$ cat src/rtl/sinc3_pkg.sv
package sinc3_pkg;

   // Limit an integer to the closed range [lo, hi].
   function automatic int clamp_int(input int v, input int lo, input int hi);
      if (v < lo) return lo;
      if (v > hi) return hi;
      return v;
   endfunction

endpackage

$ cat src/rtl/sinc3_ctrl.sv
module sinc3_ctrl #(
   parameter int LOG2_MIN = 4,
   parameter int LOG2_MAX = 8,
   parameter int ORDER    = 3,
   parameter int SEL_W    = 4
) (
   input  logic             clk,
   input  logic             rst_n,
   input  logic [SEL_W-1:0] osr_sel,
   output logic [SEL_W-1:0] osr_q,
   output logic             restart,
   output logic             strobe,
   output logic             settle_full
);
   localparam int CNT_W = LOG2_MAX;
   localparam int RAT_W = LOG2_MAX + 1;
   localparam int SET_W = $clog2(ORDER + 1);

   logic [SEL_W-1:0] sel_lim;
   logic [RAT_W-1:0] ratio;
   logic [CNT_W-1:0] last_idx;
   logic [CNT_W-1:0] cnt;
   logic [SET_W-1:0] settle_cnt;

   always_comb begin
      sel_lim  = SEL_W'(sinc3_pkg::clamp_int(int'(osr_sel), LOG2_MIN, LOG2_MAX));
      ratio    = RAT_W'(1) << osr_q;
      last_idx = CNT_W'(ratio - RAT_W'(1));
   end

   assign restart     = rst_n && (sel_lim != osr_q);
   assign strobe      = rst_n && !restart && (cnt == last_idx);
   assign settle_full = (settle_cnt == SET_W'(ORDER));

   always_ff @(posedge clk) begin
      if (!rst_n || restart) begin
         osr_q      <= sel_lim;
         cnt        <= '0;
         settle_cnt <= '0;
      end else if (strobe) begin
         cnt <= '0;
         if (!settle_full) settle_cnt <= settle_cnt + SET_W'(1);
      end else begin
         cnt <= cnt + CNT_W'(1);
      end
   end

   AST_RATIO_RANGE: assert property (@(posedge clk) disable iff (!rst_n)
      (osr_q >= SEL_W'(LOG2_MIN)) && (osr_q <= SEL_W'(LOG2_MAX)));

endmodule

$ cat src/rtl/sinc3_integ.sv
module sinc3_integ #(
   parameter int W     = 26,
   parameter int ORDER = 3
) (
   input  logic         clk,
   input  logic         clear,
   input  logic         bit_i,
   output logic [W-1:0] acc_o
);
   logic [W-1:0] st_in [ORDER];
   logic [W-1:0] st_q  [ORDER];

   for (genvar j = 0; j < ORDER; j++) begin : g_stage
      if (j == 0) begin : g_first
         // bit 1 -> +1, bit 0 -> -1 (all ones in two's complement)
         assign st_in[j] = bit_i ? W'(1) : {W{1'b1}};
      end else begin : g_next
         assign st_in[j] = st_q[j-1];
      end

      always_ff @(posedge clk) begin
         if (clear) st_q[j] <= '0;
         else       st_q[j] <= st_q[j] + st_in[j];
      end
   end

   assign acc_o = st_q[ORDER-1];

endmodule

$ cat src/rtl/sinc3_comb.sv
module sinc3_comb #(
   parameter int W     = 26,
   parameter int ORDER = 3
) (
   input  logic         clk,
   input  logic         clear,
   input  logic         strobe,
   input  logic [W-1:0] din,
   output logic [W-1:0] dout
);
   logic [W-1:0] st  [ORDER+1];
   logic [W-1:0] dly [ORDER];

   assign st[0] = din;

   for (genvar j = 0; j < ORDER; j++) begin : g_stage
      assign st[j+1] = st[j] - dly[j];

      always_ff @(posedge clk) begin
         if (clear)       dly[j] <= '0;
         else if (strobe) dly[j] <= st[j];
      end
   end

   assign dout = st[ORDER];

endmodule

$ cat src/rtl/sinc3_scale.sv
module sinc3_scale #(
   parameter int W       = 26,
   parameter int OUT_W   = 16,
   parameter int SHIFT_W = 5
) (
   input  logic [W-1:0]       y,
   input  logic [SHIFT_W-1:0] shift,
   output logic [OUT_W-1:0]   sat
);
   localparam int EW = W + OUT_W - 1;
   localparam logic signed [EW-1:0] HI = {{(EW-OUT_W+1){1'b0}}, {(OUT_W-1){1'b1}}};
   localparam logic signed [EW-1:0] LO = {{(EW-OUT_W+1){1'b1}}, {(OUT_W-1){1'b0}}};

   logic signed [EW-1:0] ext;

   always_comb begin
      ext = $signed({y, {(OUT_W-1){1'b0}}}) >>> shift;
      if (ext > HI)      sat = HI[OUT_W-1:0];
      else if (ext < LO) sat = LO[OUT_W-1:0];
      else               sat = ext[OUT_W-1:0];
   end

endmodule

$ cat src/rtl/sinc3_decimator.sv
module sinc3_decimator #(
   parameter int OUT_W    = 16,
   parameter int LOG2_MIN = 4,
   parameter int LOG2_MAX = 8,
   parameter int ORDER    = 3,
   parameter int SEL_W    = 4
) (
   input  logic             clk,
   input  logic             rst_n,
   input  logic [SEL_W-1:0] osr_sel,
   input  logic             bit_i,
   output logic [OUT_W-1:0] data_o,
   output logic             valid_o,
   output logic             settled_o
);
   localparam int W       = 2 + ORDER * LOG2_MAX;
   localparam int SHIFT_W = $clog2(ORDER * LOG2_MAX + 1);
   localparam int RAT_W   = LOG2_MAX + 1;
   localparam int VC_W    = $clog2(ORDER + 1);

   logic [SEL_W-1:0]   osr_q;
   logic               restart, strobe, settle_full, clear;
   logic [W-1:0]       acc, comb_out;
   logic [SHIFT_W-1:0] shift_amt;
   logic [OUT_W-1:0]   scaled;

   assign clear     = !rst_n || restart;
   assign shift_amt = SHIFT_W'(ORDER * int'(osr_q));

   sinc3_ctrl #(.LOG2_MIN(LOG2_MIN), .LOG2_MAX(LOG2_MAX), .ORDER(ORDER), .SEL_W(SEL_W)) u_ctrl (
      .clk(clk), .rst_n(rst_n), .osr_sel(osr_sel), .osr_q(osr_q),
      .restart(restart), .strobe(strobe), .settle_full(settle_full));

   sinc3_integ #(.W(W), .ORDER(ORDER)) u_integ (
      .clk(clk), .clear(clear), .bit_i(bit_i), .acc_o(acc));

   sinc3_comb #(.W(W), .ORDER(ORDER)) u_comb (
      .clk(clk), .clear(clear), .strobe(strobe), .din(acc), .dout(comb_out));

   sinc3_scale #(.W(W), .OUT_W(OUT_W), .SHIFT_W(SHIFT_W)) u_scale (
      .y(comb_out), .shift(shift_amt), .sat(scaled));

   always_ff @(posedge clk) begin
      if (clear) begin
         data_o    <= '0;
         valid_o   <= 1'b0;
         settled_o <= 1'b0;
      end else begin
         valid_o   <= strobe;
         settled_o <= strobe && settle_full;
         if (strobe) data_o <= scaled;
      end
   end

   // Independent observers of the output side
   logic [RAT_W-1:0] gap;
   logic             seen;
   logic [VC_W-1:0]  vcount;

   always_ff @(posedge clk) begin
      if (clear) begin
         gap    <= '0;
         seen   <= 1'b0;
         vcount <= '0;
      end else begin
         if (valid_o) begin
            gap  <= RAT_W'(1);
            seen <= 1'b1;
            if (vcount != VC_W'(ORDER)) vcount <= vcount + VC_W'(1);
         end else begin
            gap <= gap + RAT_W'(1);
         end
      end
   end

   AST_VALID_PULSE: assert property (@(posedge clk) disable iff (!rst_n)
      valid_o |=> !valid_o);
   AST_OUTPUT_SPACING: assert property (@(posedge clk) disable iff (!rst_n)
      (valid_o && seen) |-> (gap == (RAT_W'(1) << osr_q)));
   AST_RESTART_QUIET: assert property (@(posedge clk) disable iff (!rst_n)
      restart |=> (!valid_o && !settled_o));
   AST_SETTLED_ON_VALID: assert property (@(posedge clk) disable iff (!rst_n)
      settled_o |-> valid_o);
   AST_SETTLED_NOT_EARLY: assert property (@(posedge clk) disable iff (!rst_n)
      settled_o |-> (vcount == VC_W'(ORDER)));
   AST_SETTLED_ON_TIME: assert property (@(posedge clk) disable iff (!rst_n)
      (valid_o && vcount == VC_W'(ORDER)) |-> settled_o);

endmodule

$ cat config.mk
export PLATFORM = sky130hd
export DESIGN_NAME = sinc3_decimator
export DESIGN_NICKNAME = d
export VERILOG_FILES = /design/src/rtl/sinc3_pkg.sv /design/src/rtl/sinc3_ctrl.sv /design/src/rtl/sinc3_integ.sv /design/src/rtl/sinc3_comb.sv /design/src/rtl/sinc3_scale.sv /design/src/rtl/sinc3_decimator.sv
export SDC_FILE = /design/constraint.sdc
export NUM_CORES = 1
export LEC_CHECK = 0
export ABC_CLOCK_PERIOD_IN_PS = 12700
export BUFFER_PORTS_ARGS = -buffer_cell sky130_fd_sc_hd__buf_4
export CORE_AREA = 2 2 171 173
export CTS_CLUSTER_SIZE = 12
export DETAILED_ROUTE_END_ITERATION = 12
export DIE_AREA = 0 0 173 175
export PLACE_DENSITY = 0.7
export SETUP_SLACK_MARGIN = 0.2
export SLEW_MARGIN = 20
export SYNTH_ARGS = -nofsm -noshare
export SYNTH_HDL_FRONTEND = slang
export SYNTH_SLANG_ARGS = --single-unit
$ cat constraint.sdc
create_clock -name clk -period 12.7 [get_ports clk]
set_input_delay 0.635 -clock clk [delete_from_list [all_inputs] [get_ports clk]]
set_output_delay 0.635 -clock clk [all_outputs]
set_load 0.02 [all_outputs]
# Yosys cells after proc, flatten, opt, wreduce, memory -nomap -nowiden
# Memory sizes are Yosys's and may differ from the RTL's.
# Cells that the tools add are included.
# W data, S select, Z words.
[word_totals]
n_memories = 2
output_inout_bits = 18
regBits = 32
in_bits = 7
ramBits = 156
[memory_table]
columns = ["name", "words", "word_bits", "rd", "rd_ports_with_merged_regs", "wr", "line_no", "source"]
rows = [
  ["u_comb.dly", 3, 26, 3, 0, 3, "sinc3_comb.sv:12", "logic [W-1:0] dly [ORDER];"],
  ["u_integ.st_q", 3, 26, 3, 0, 3, "sinc3_integ.sv:11", "logic [W-1:0] st_q [ORDER];"],
]
[classes]
bitwise = 7
mux = 22
n_shift = 2
multipliers = 1
order_cmp = 4
n_eq_ne = 3
add_sub_neg = 9
n_reduce_logical = 9
[op_table]
columns = ["op", "n"]
rows = [
  ["$mux W26", 7],
  ["$add A26 B26 Y26", 3],
  ["$sub A26 B26 Y26", 3],
  ["$gt A41 B16 Y1 const B", 1],
  ["$lt A41 B16 Y1 const B", 1],
  ["$sshr A41 B5 Y41", 1],
  ["$mux W16", 2],
  ["$mux W4", 3],
  ["$mux W1", 9],
  ["$add A8 B1 Y8 const B", 1],
  ["$eq A8 B8 Y1", 1],
  ["$shl A1 B4 Y8 const A", 1],
  ["$sub A8 B1 Y8 const B", 1],
  ["$or A1 B1 Y1", 6],
  ["$mul A2 B4 Y5 const A", 1],
  ["$gt A4 B4 Y1 const B", 1],
  ["$logic_and A1 B1 Y1", 4],
  ["$lt A4 B3 Y1 const B", 1],
  ["$ne A4 B4 Y1", 1],
  ["$mux W3", 1],
  ["$add A2 B1 Y2 const B", 1],
  ["$eq A2 B2 Y1 const B", 1],
  ["$logic_not A1 Y1", 2],
  ["$reduce_and A2 Y1", 1],
  ["3 further kinds", 3],
]

# Logic depth before layout (Yosys ltp)
# Gate-level depths: netlist (run 1).
[logic_depth]
word_depth = 14
mapped_depth = 41
mapped_depth_nobuf = 38

# By module
# Synthesis (run 1) repeated with hierarchy kept, for this count alone.
[hier_totals]
hier_cells = 2003
hier_area_um2 = 17346.6
[modules_own_cells]
columns = ["mod", "seq_area_each_um2", "cells_each", "area_per_inst_um2", "n_inst"]
rows = [
  ["sinc3_comb", 2342.2, 750, 6875.3, 1],
  ["sinc3_integ", 1561.5, 733, 6015.8, 1],
  ["sinc3_scale", 0.0, 351, 2726.4, 1],
  ["sinc3_ctrl", 320.3, 103, 984.7, 1],
  ["sinc3_decimator", 360.3, 66, 744.5, 1],
]

# Worst setup path before layout (run 1)
# Ideal clock, no wire load.
[synth_path]
kind = "register to register"
from = "mem u_comb.dly[0][1]"
to = "reg data_o[4]"
setup_ps = 60
arrival_ps = 8081
n_path_buf = 4
period_less_slack_ps = 8140
path_slack_ps = 4560
path_stages_with_launch = 39
required_time_ps = 12640
cell_sequence = "edfxtp_1 -> inv_1 -> ha_1 -> nor2b_1 -> o211ai_1 -> a31oi_1 -> a41o_1 -> nor2_1 -> o21ai_0 -> a211o_1 -> a21oi_1 -> o21bai_1 -> a21oi_1 -> o21bai_1 -> a21oi_1 -> xnor2_1 -> ha_1 -> a21o_1 -> (+3 left out) -> ha_1 -> clkbuf_1 -> and2_1 -> o21ai_0 -> a22o_1 -> or3_1 -> a211oi_1 -> and3b_1 -> buf_6 -> or2_1 -> buf_6 -> a221o_1 -> or4b_1 -> a211oi_2 -> nor2_1 -> o41ai_4 -> buf_6 -> a221o_1"
[synth_lines]
columns = ["element", "line_no", "source"]
rows = [
  ["start, declared", "sinc3_comb.sv:12", ""],
  ["end signal, assigned", "sinc3_decimator.sv:51", "if (strobe) data_o <= scaled;"],
  ["end, declared", "sinc3_decimator.sv:12", "output logic [OUT_W-1:0] data_o,"],
]

==> results.md, run 1 <==
* Status: finished clean
* Pre-antenna DRT Iters at 5
* Hold Path Stages at 1
* Cell variety after synth at 83
* Synth warn at 0
* Global-route wire length before repair at 58490 um
* CP required at 13.09 ns
* Worst Clk Skew at 0.008809 ns
* Logic pwr share at 64.4%
* Critical Path Source Type: flop
* Vias in the first global route at 12460
* Fraction of registers with async set or reset after synthesis at 0%
* Clock Tree Root: clkbuf_16
* Clock Tree Buf Depth at 2
* Final TNS setup at 0 ns
* Crit Path Category: reg -> reg
* Commonest cells after routing, fill and taps aside: nor2_1 (201), ha_1 (158), inv_1 (137)
* Initial antenna violation count at 0
* CP arrival at 9.48 ns
* Synth Instances at ~1800
* GPL Wtd Cong at 0.9157
* Die area at 30280 sq um
* Clock Latency Late Sink at roughly 0.45 ns
* DR vias at 12930
* DRC viols at 0
* Global-route usage over all layers at 23.13%
* Detailed Route WL at 33870 um
* Via density at 5.779
* Minimum clock period at 9.083 ns
* Slowest cell on crit path: o41ai_4
* Rel. slew slack at 31.06%
* Starting Density at 54.40%
* HPWL Detailed at roughly 26000 um
* Layout cells sized above 1 at roughly 6%
* Switch Pwr at between 1.5 and 2 mW
* Pwr dens at between 200 and 250 nW/um^2
* Final worst slack at 3.617 ns
* Worst slew pin tran at a little over 1 ns
* # resized after CTS at 0
* Final setup violation count at 0
* WHS at 0.3915 ns
* Flop pwr share at 19.7%
* H-tree levels at 4
* CP peak stage delay at 0.81 ns
* Max_cap viols at 0
* Post-CTS Setup Bufs at 0
* Largest net degree at the start of global routing at 86
* Internal at 1.737 mW
* HP Class: in -> reg
* Final hold vios at 0
* CTS buffer count at 17
* CTS Hold Bufs at 0
* Core ar. at 28390 sq um
* Peak VDD IR at 116.2 uV
* Die boundary height at approximately 180 um
* Sequential share of the synthesized area at 29.68%
* Main synth FF type: dfxtp_1
* Slew Viols, Final at 0
* DRT iter0 DRCs at just under 800
* Synthesized Nets at roughly 2000
* FMAX at 0.1101 GHz
* GR Overflow Total at 0
* TritonCTS clock tree: built
* Worst-case reg-to-reg path depth at 33
* Clk pwr share at 15.9%
* Row cnt at a little over 60
* Commonest non-fill, non-tap cell in the layout: nor2_1
* Nets at about 2000
* Switching share of power at 47.85%
* Ant diodes at 0
* Die X at 173 um
* CP max FO at 15
* Flops & latches, synth at 188
* I/O Buffers at 24
* RSZ-0062 raised after global routing: no
* Clock-pin slew on the worst setup and hold paths at 0.08 ns
* Mapped cell area at between 15000 and 20000 sq um
* EDFF count, synth at 82
* Final worst-path cycle share at 71.52%
* I/O pins at 25
* Setup crit end kind: flop
* Area growth, synth to finish at 7.322%
* Mapped Avg Cell Area at about 8.4 sq um
* Wire length per cell at 15.14 um
* Number of antenna-violating nets in the routed design at 0
* CP dominant cell by count: o21ai_0
* Num Clock Sinks at 188
* Leakage power at 7.164 nW
* Pre-CTS setup slack at 3.676 ns
==> state kept, by name (all words and copies together), names as in the netlist <==
name / count
u_ctrl.osr_q: 4
u_comb.dly: 78
u_integ.st_q: 78
u_ctrl.settle_cnt: 2
settled_o: 1
data_o: 16
valid_o: 1
u_ctrl.cnt: 8
==> path summary, 6_finish.rpt <==
check | from | slack, ns | to
max | u_integ.st_q[2][0] | 3.62 | data_o[7]
min | osr_sel[3] | 0.39 | u_ctrl.osr_q[3]
min reg2reg | data_o[0] | 0.50 | data_o[0]
max reg2reg | u_integ.st_q[2][0] | 3.62 | data_o[7]
==> area by class of cell <==
type / count / area, sq um
sequential: 188 / 4584
tap: 384 / 480.5
timing repair buffer: 37 / 277.8
inverter: 141 / 530.5
clock inverter: 14 / 147.6
multi-input combinational: 1455 / 10130
clock buffer: 18 / 429.2
fill: 2620 / 11820
==> Yosys cell counts (9+ instances only) <==
cell type | number | area [sq um]
o211ai_1 | 13 | 97.59
mux2_2 | 13 | 146.4
a221o_1 | 18 | 180.2
a31oi_1 | 22 | 137.6
edfxtp_1 | 82 | 2462
nand2b_1 | 23 | 143.9
nand3_1 | 49 | 245.2
xnor2_1 | 75 | 656.9
and3_1 | 35 | 219.0
a21o_1 | 39 | 292.8
dfxtp_1 | 106 | 2122
nor2_1 | 201 | 754.5
mux2i_1 | 30 | 300.3
or3_1 | 21 | 131.4
o21ai_0 | 86 | 430.4
xor2_1 | 59 | 516.8
ha_1 | 158 | 1977
nor3b_1 | 9 | 67.56
a211oi_1 | 22 | 165.2
clkbuf_1 | 50 | 187.7
o21bai_1 | 16 | 120.1
inv_1 | 137 | 514.2
o21a_1 | 17 | 127.6
and2_1 | 80 | 500.5
o31ai_1 | 15 | 112.6
a21oi_1 | 123 | 615.6
or2_2 | 10 | 62.56
a21boi_0 | 11 | 82.58
nor3_1 | 52 | 260.3
nor2b_1 | 15 | 93.84
nand2_1 | 120 | 450.4
==> through the flow <==
step                instance area, sq um  std cells  utilization [%]  power [mW]
floorplan                          15450       1842                -       2.295
global placement                   15990       2205            56.33       2.783
detailed placement                 15990       2205            56.33       2.779
CTS                                16570       2237            58.36       3.322
global route                       16580       2237            58.39       3.604
finish                             16580       2237            58.39       3.331
==> power groups by stage <==
| stage | Combinational, mW | Sequential (mW) | Clock, mW |
|---|---|---|---|
| finish | 2.15 | 0.656 | 0.529 |
| global route | 2.38 | 0.658 | 0.565 |
| CTS | 2.12 | 0.656 | 0.542 |
| detailed placement | 2.11 | 0.670 | 0 |
| global placement | 2.11 | 0.669 | 0 |
| floorplan | 1.63 | 0.666 | 0 |
==> metal layers <==
metal / wire, um / global-route usage [%] / vias to the layer above
met5: 0 / 0 / -
met4: 1303 / 9.993 / 0
met3: 1056 / 3.938 / 84
met2: 16470 / 40.88 / 227
met1: 15040 / 27.71 / 5987
li1: - / - / 6629
==> worst max-delay path, delay by kind of cell (launching register included) <==
| kind | cells | cell delay (ns) |
|---|---|---|
| buf+inv | 1 | 0.06 |
| flops | 1 | 0.34 |
| compound gates | 19 | 4.97 |
| simple gates | 7 | 1.96 |
| fa+ha+maj | 4 | 1.40 |
| xor+xnor | 2 | 0.29 |
==> cells by family after synthesis <==
group / after synthesis / share of synthesized area [%]
fa+ha+maj: 165 / 13.71
flops: 188 / 29.68
simple gates: 644 / 20.34
xor+xnor: 135 / 7.744
compound gates: 464 / 20.06
buf+inv: 199 / 4.990
mux: 47 / 3.475
(Power assumes the default switching activity.)
==> run 2, diff against run 1 <==
--- a/config.mk
+++ b/config.mk
@@ -5,13 +5,14 @@
 export SDC_FILE = /design/constraint.sdc
 export NUM_CORES = 1
 export LEC_CHECK = 0
-export ABC_CLOCK_PERIOD_IN_PS = 12700
+export ABC_AREA = 1
+export ABC_CLOCK_PERIOD_IN_PS = 7500
 export BUFFER_PORTS_ARGS = -buffer_cell sky130_fd_sc_hd__buf_4
-export CORE_AREA = 2 2 171 173
+export CORE_AREA = 2 2 173 175
 export CTS_CLUSTER_SIZE = 12
 export DETAILED_ROUTE_END_ITERATION = 12
-export DIE_AREA = 0 0 173 175
-export PLACE_DENSITY = 0.7
+export DIE_AREA = 0 0 175 177
+export PLACE_DENSITY = 0.73
 export SETUP_SLACK_MARGIN = 0.2
 export SLEW_MARGIN = 20
 export SYNTH_ARGS = -nofsm -noshare
==> constraint.sdc (replaced) <==
create_clock -name clk -period 7.5 [get_ports clk]
set_input_delay 0.375 -clock clk [delete_from_list [all_inputs] [get_ports clk]]
set_output_delay 0.375 -clock clk [all_outputs]
set_load 0.02 [all_outputs]
==> run 2 against run 1 <==
Against the previous run:
- clock skew rose by 0.0054 ns
- register-to-register slack worse by 3.2 ns
- critical path type unchanged
- first-iteration DRC count rose by 7.4%
- global-route usage is 1.1 points higher
- cell area is 9.6% higher
- clock-buffer cell count did not move
- worst hold slack got worse by 0.26 ns
- sequential cell count stayed put
- sequential share of layout area down 2.4 points
==> results.md, run 2 <==
* Most common cell in the netlist: nand2_1 (was nor2_1)
* Post-Layout Cell Count at 2725 (was 2237)
* Via density at 5.397 (was 5.779)
* Worst r2r src: u_comb.dly[0][0] (was u_integ.st_q[2][0])
* CP required at 7.85 ns (was 13.09 ns)
* Commonest cells after routing, fill and taps aside: nand2_1 (459), inv_1 (331), a21oi_1 (206) (was nor2_1 (201), ha_1 (158), inv_1 (137))
* CP arrival at 7.40 ns (was 9.48 ns)
* Logic pwr share at 70.8% (was 64.4%)
* TritonCTS clock tree: built (unchanged)
* Simple-gate share of the synthesized area at 26.96% (was 20.34%)
* Clock Tree Buf Depth at 2 (unchanged)
* Fraction of registers with async set or reset after synthesis at 0% (unchanged)
* GPL Wtd Cong at 0.9681 (was 0.9157)
* Layout cells sized above 1 at 13.88% (was 5.990%)
* Area growth, synth to finish at 15.11% (was 7.322%)
* Core ar. at 29240 sq um (was 28390 sq um)
* Global-route wire length before repair at 62100 um (was 58490 um)
* Pwr Total at 7.073 mW (was 3.331 mW)
* Ant diodes at 0 (unchanged)
* Area taken by multi-input logic gates at 10560 sq um (was 10130 sq um)
* Pre-CTS setup slack at 0.0007430 ns (was 3.676 ns)
* Crit Path Category: reg -> reg (unchanged)
* Critical Path Source Type: flop (unchanged)
* Pwr dens at 389.3 nW/um^2 (was 201.0 nW/um^2)
* Final worst slack at 0.4427 ns (was 3.617 ns)
* Synth Instances at 2280 (was 1842)
* Largest family of logic cells by synthesized area: simple AND/OR/NAND/NOR gates (unchanged)
* Clock Tree Root: clkbuf_16 (unchanged)
* FILL cells at 2608 (was 2620)
* Main synth FF type: dfxtp_1 (unchanged)
* Clock Latency Late Sink at 0.45 ns (about the same)
* Clock-pin slew on the worst setup and hold paths at 0.07 ns (was 0.08 ns)
* Commonest non-fill, non-tap cell in the layout: nand2_1 (was nor2_1)
* Flops & latches, synth at 188 (unchanged)
* Crit. Startpoint: u_comb.dly[0][0] (was u_integ.st_q[2][0])
* CP max FO at 6 (was 15)
* Inst Count DP at 2670 (was 2205)
* Sequential share of the synthesized area at 29.04% (was 29.68%)
* Worst min-delay path startpoint: osr_sel[3] (unchanged)
* Nets at 2494 (was 2012)
* HP Class: in -> reg (unchanged)
* Worst slew pin tran at 1.087 ns (was 1.034 ns)
* Synth warn at 0 (unchanged)
* Final TNS setup at 0 ns (unchanged)
* Flop pwr share at 16.1% (was 19.7%)
* GR Overflow Total at 0 (unchanged)
* H-tree levels at 4 (unchanged)
* Synth top area share at 15.60% (was 15.94%)
* Pre-antenna DRT Iters at 5 (unchanged)
* CP peak stage delay at 0.37 ns (was 0.81 ns)
* Cells taking the most area after synthesis: edfxtp_1 (16%), dfxtp_1 (13%), ha_1 (13%) (was edfxtp_1 (16%), dfxtp_1 (14%), ha_1 (13%))
* Peak VDD IR at 221.0 uV (was 116.2 uV)
* Mapped Avg Cell Area at 6.923 sq um (was 8.385 sq um)
* Global-route usage over all layers at 24.27% (was 23.13%)
* Cell variety after synth at 57 (was 83)
* EDFF count, synth at 82 (unchanged)
* Row cnt at 63 (was 62)
* DRC viols at 0 (unchanged)
* Post-synth top area cell: edfxtp_1 (unchanged)
* Largest net degree at the start of global routing at 87 (was 86)
* Final hold vios at 0 (unchanged)
* Final setup violation count at 0 (unchanged)
* Detailed Route WL at 38210 um (was 33870 um)
* Multiplexer area fraction after synthesis at 0.1268% (was 3.475%)
* DR vias at 14710 (was 12930)
* I/O Buffers at 24 (unchanged)
* XOR/XNOR share of the synthesized area at 4.439% (was 7.744%)
* Initial antenna violation count at 0 (unchanged)
* Num Clock Sinks at 188 (unchanged)
* Top post-synthesis cells by count: nand2_1 (499), inv_1 (343), a21oi_1 (222) (was nor2_1 (201), ha_1 (158), inv_1 (137))
* Number of antenna-violating nets in the routed design at 0 (unchanged)
* Final worst-path cycle share at 94.10% (was 71.52%)
* Internal at 3.442 mW (was 1.737 mW)
* Die boundary height at 177 um (was 175 um)
* Status: finished clean (unchanged)
* Slew Viols, Final at 0 (unchanged)
* Seq. cell area at 4586 sq um (was 4584 sq um)
* Post-synthesis adder-cell area fraction at 13.41% (was 13.71%)
* Synthesized Nets at 2452 (was 2014)
* Slowest cell on crit path: edfxtp_1 (was o41ai_4)
* Worst Clk Skew at 0.01422 ns (was 0.008809 ns)
* Switch Pwr at 3.631 mW (was 1.594 mW)
* Wire length per cell at 14.02 um (was 15.14 um)
* FMAX at 0.1417 GHz (was 0.1101 GHz)
* Clk pwr share at 13.1% (was 15.9%)
* CTS buffer count at 17 (unchanged)
* Leakage power at 8.666 nW (was 7.164 nW)
* Rel. slew slack at 27.54% (was 31.06%)
* Die area at 30980 sq um (was 30280 sq um)
* Mapped cell area at 15780 sq um (was 15450 sq um)
* Max_cap viols at 0 (unchanged)
* Switching share of power at 51.34% (was 47.85%)
* HPWL Detailed at 28460 um (was 25890 um)
* DRT iter0 DRCs at 842 (was 784)
* I/O pins at 25 (unchanged)
* Starting Density at 53.97% (was 54.40%)
* Minimum clock period at 7.057 ns (was 9.083 ns)
* Synth Area in Compound Gates at 16.16% (was 20.06%)
* Biggest regs: u_comb.dly x78, u_integ.st_q x78, data_o x16 (unchanged)
* Vias in the first global route at 14100 (was 12460)
* Die X at 175 um (was 173 um)
* RSZ-0062 raised after global routing: yes (was no)
* Setup crit end kind: flop (unchanged)
## run 2: cell types whose count changed after synthesis, moves of 55 or more
cell	previous run	this run
nand2_1	120	499
a21oi_1	123	222
and2_1	80	1
xnor2_1	75	20
inv_1	137	343
nand3_1	49	217
## run 2: stage by stage
stage | cell area [sq um] | util, % | hold WS [ns]
after floorplan | 15780 | - | 0.4404
after global placement | 16460 | 56.28 | 0.4434
after detailed placement | 16460 | 56.28 | 0.4456
after CTS | 17110 | 58.49 | 0.1109
after global routing | 18170 | 62.13 | 0.1175
final | 18170 | 62.13 | 0.1346
## run 2: power groups by stage
stage | clock network [mW] | logic (mW) | registers [mW]
after floorplan | 0 | 3.12 | 1.16
after global placement | 0 | 4.06 | 1.16
after detailed placement | 0 | 4.09 | 1.16
after CTS | 0.943 | 4.16 | 1.14
after global routing | 0.975 | 5.58 | 1.14
final | 0.926 | 5.01 | 1.14
## run 2: final timing paths
| check | end | slack, ns | cells after the start |
|---|---|---|---|
| worst max-delay path | data_o[7] | 0.44 | 46 |
| worst min-delay path | u_ctrl.osr_q[3] | 0.13 | 1 |
| worst max register to register | data_o[7] | 0.44 | 46 |
| worst min register to register | data_o[5] | 0.46 | 2 |
## run 2: area by class of cell
type	count	share of cell area [%]
tap	390	2.686
inverter	349	7.307
clock buffer	18	2.362
sequential	188	25.24
timing repair buffer	74	3.395
clock inverter	14	0.8746
multi-input combinational	1692	58.14
## run 2: routing by layer
layer | GRT usage, % | vias to the layer above | routed length [um]
met1 | 26.91 | 6741 | 16190
met5 | 0 | - | 0
met3 | 3.114 | 84 | 906
li1 | - | 7646 | -
met2 | 45.55 | 235 | 19580
met4 | 12.05 | 0 | 1532
## run 2: logic make-up after synthesis
family	after synthesis
and+or+nand+nor	993
adders and majority gates	165
buffers and inverters	401
xor gates and xnor gates	80
AOI/OAI and AO/OA	451
DFF	188
muxes	2
## run 2: worst max-delay path: cells and delay by family, from the launching register on
| family | cells | cell delay (ns) |
|---|---|---|
| xor+xnor | 1 | 0.24 |
| buf+inv | 9 | 0.97 |
| simple gates | 21 | 2.39 |
| compound gates | 11 | 1.80 |
| fa+ha+maj | 4 | 1.18 |
| flops | 1 | 0.37 |
## run 2: repair_timing
item,in CTS,in global routing
buffers inserted,1,20
resized for setup,10,214
setup endpoints to repair,15,15
gates cloned,0,2
hold buffers,0,0
pin swaps,3,83
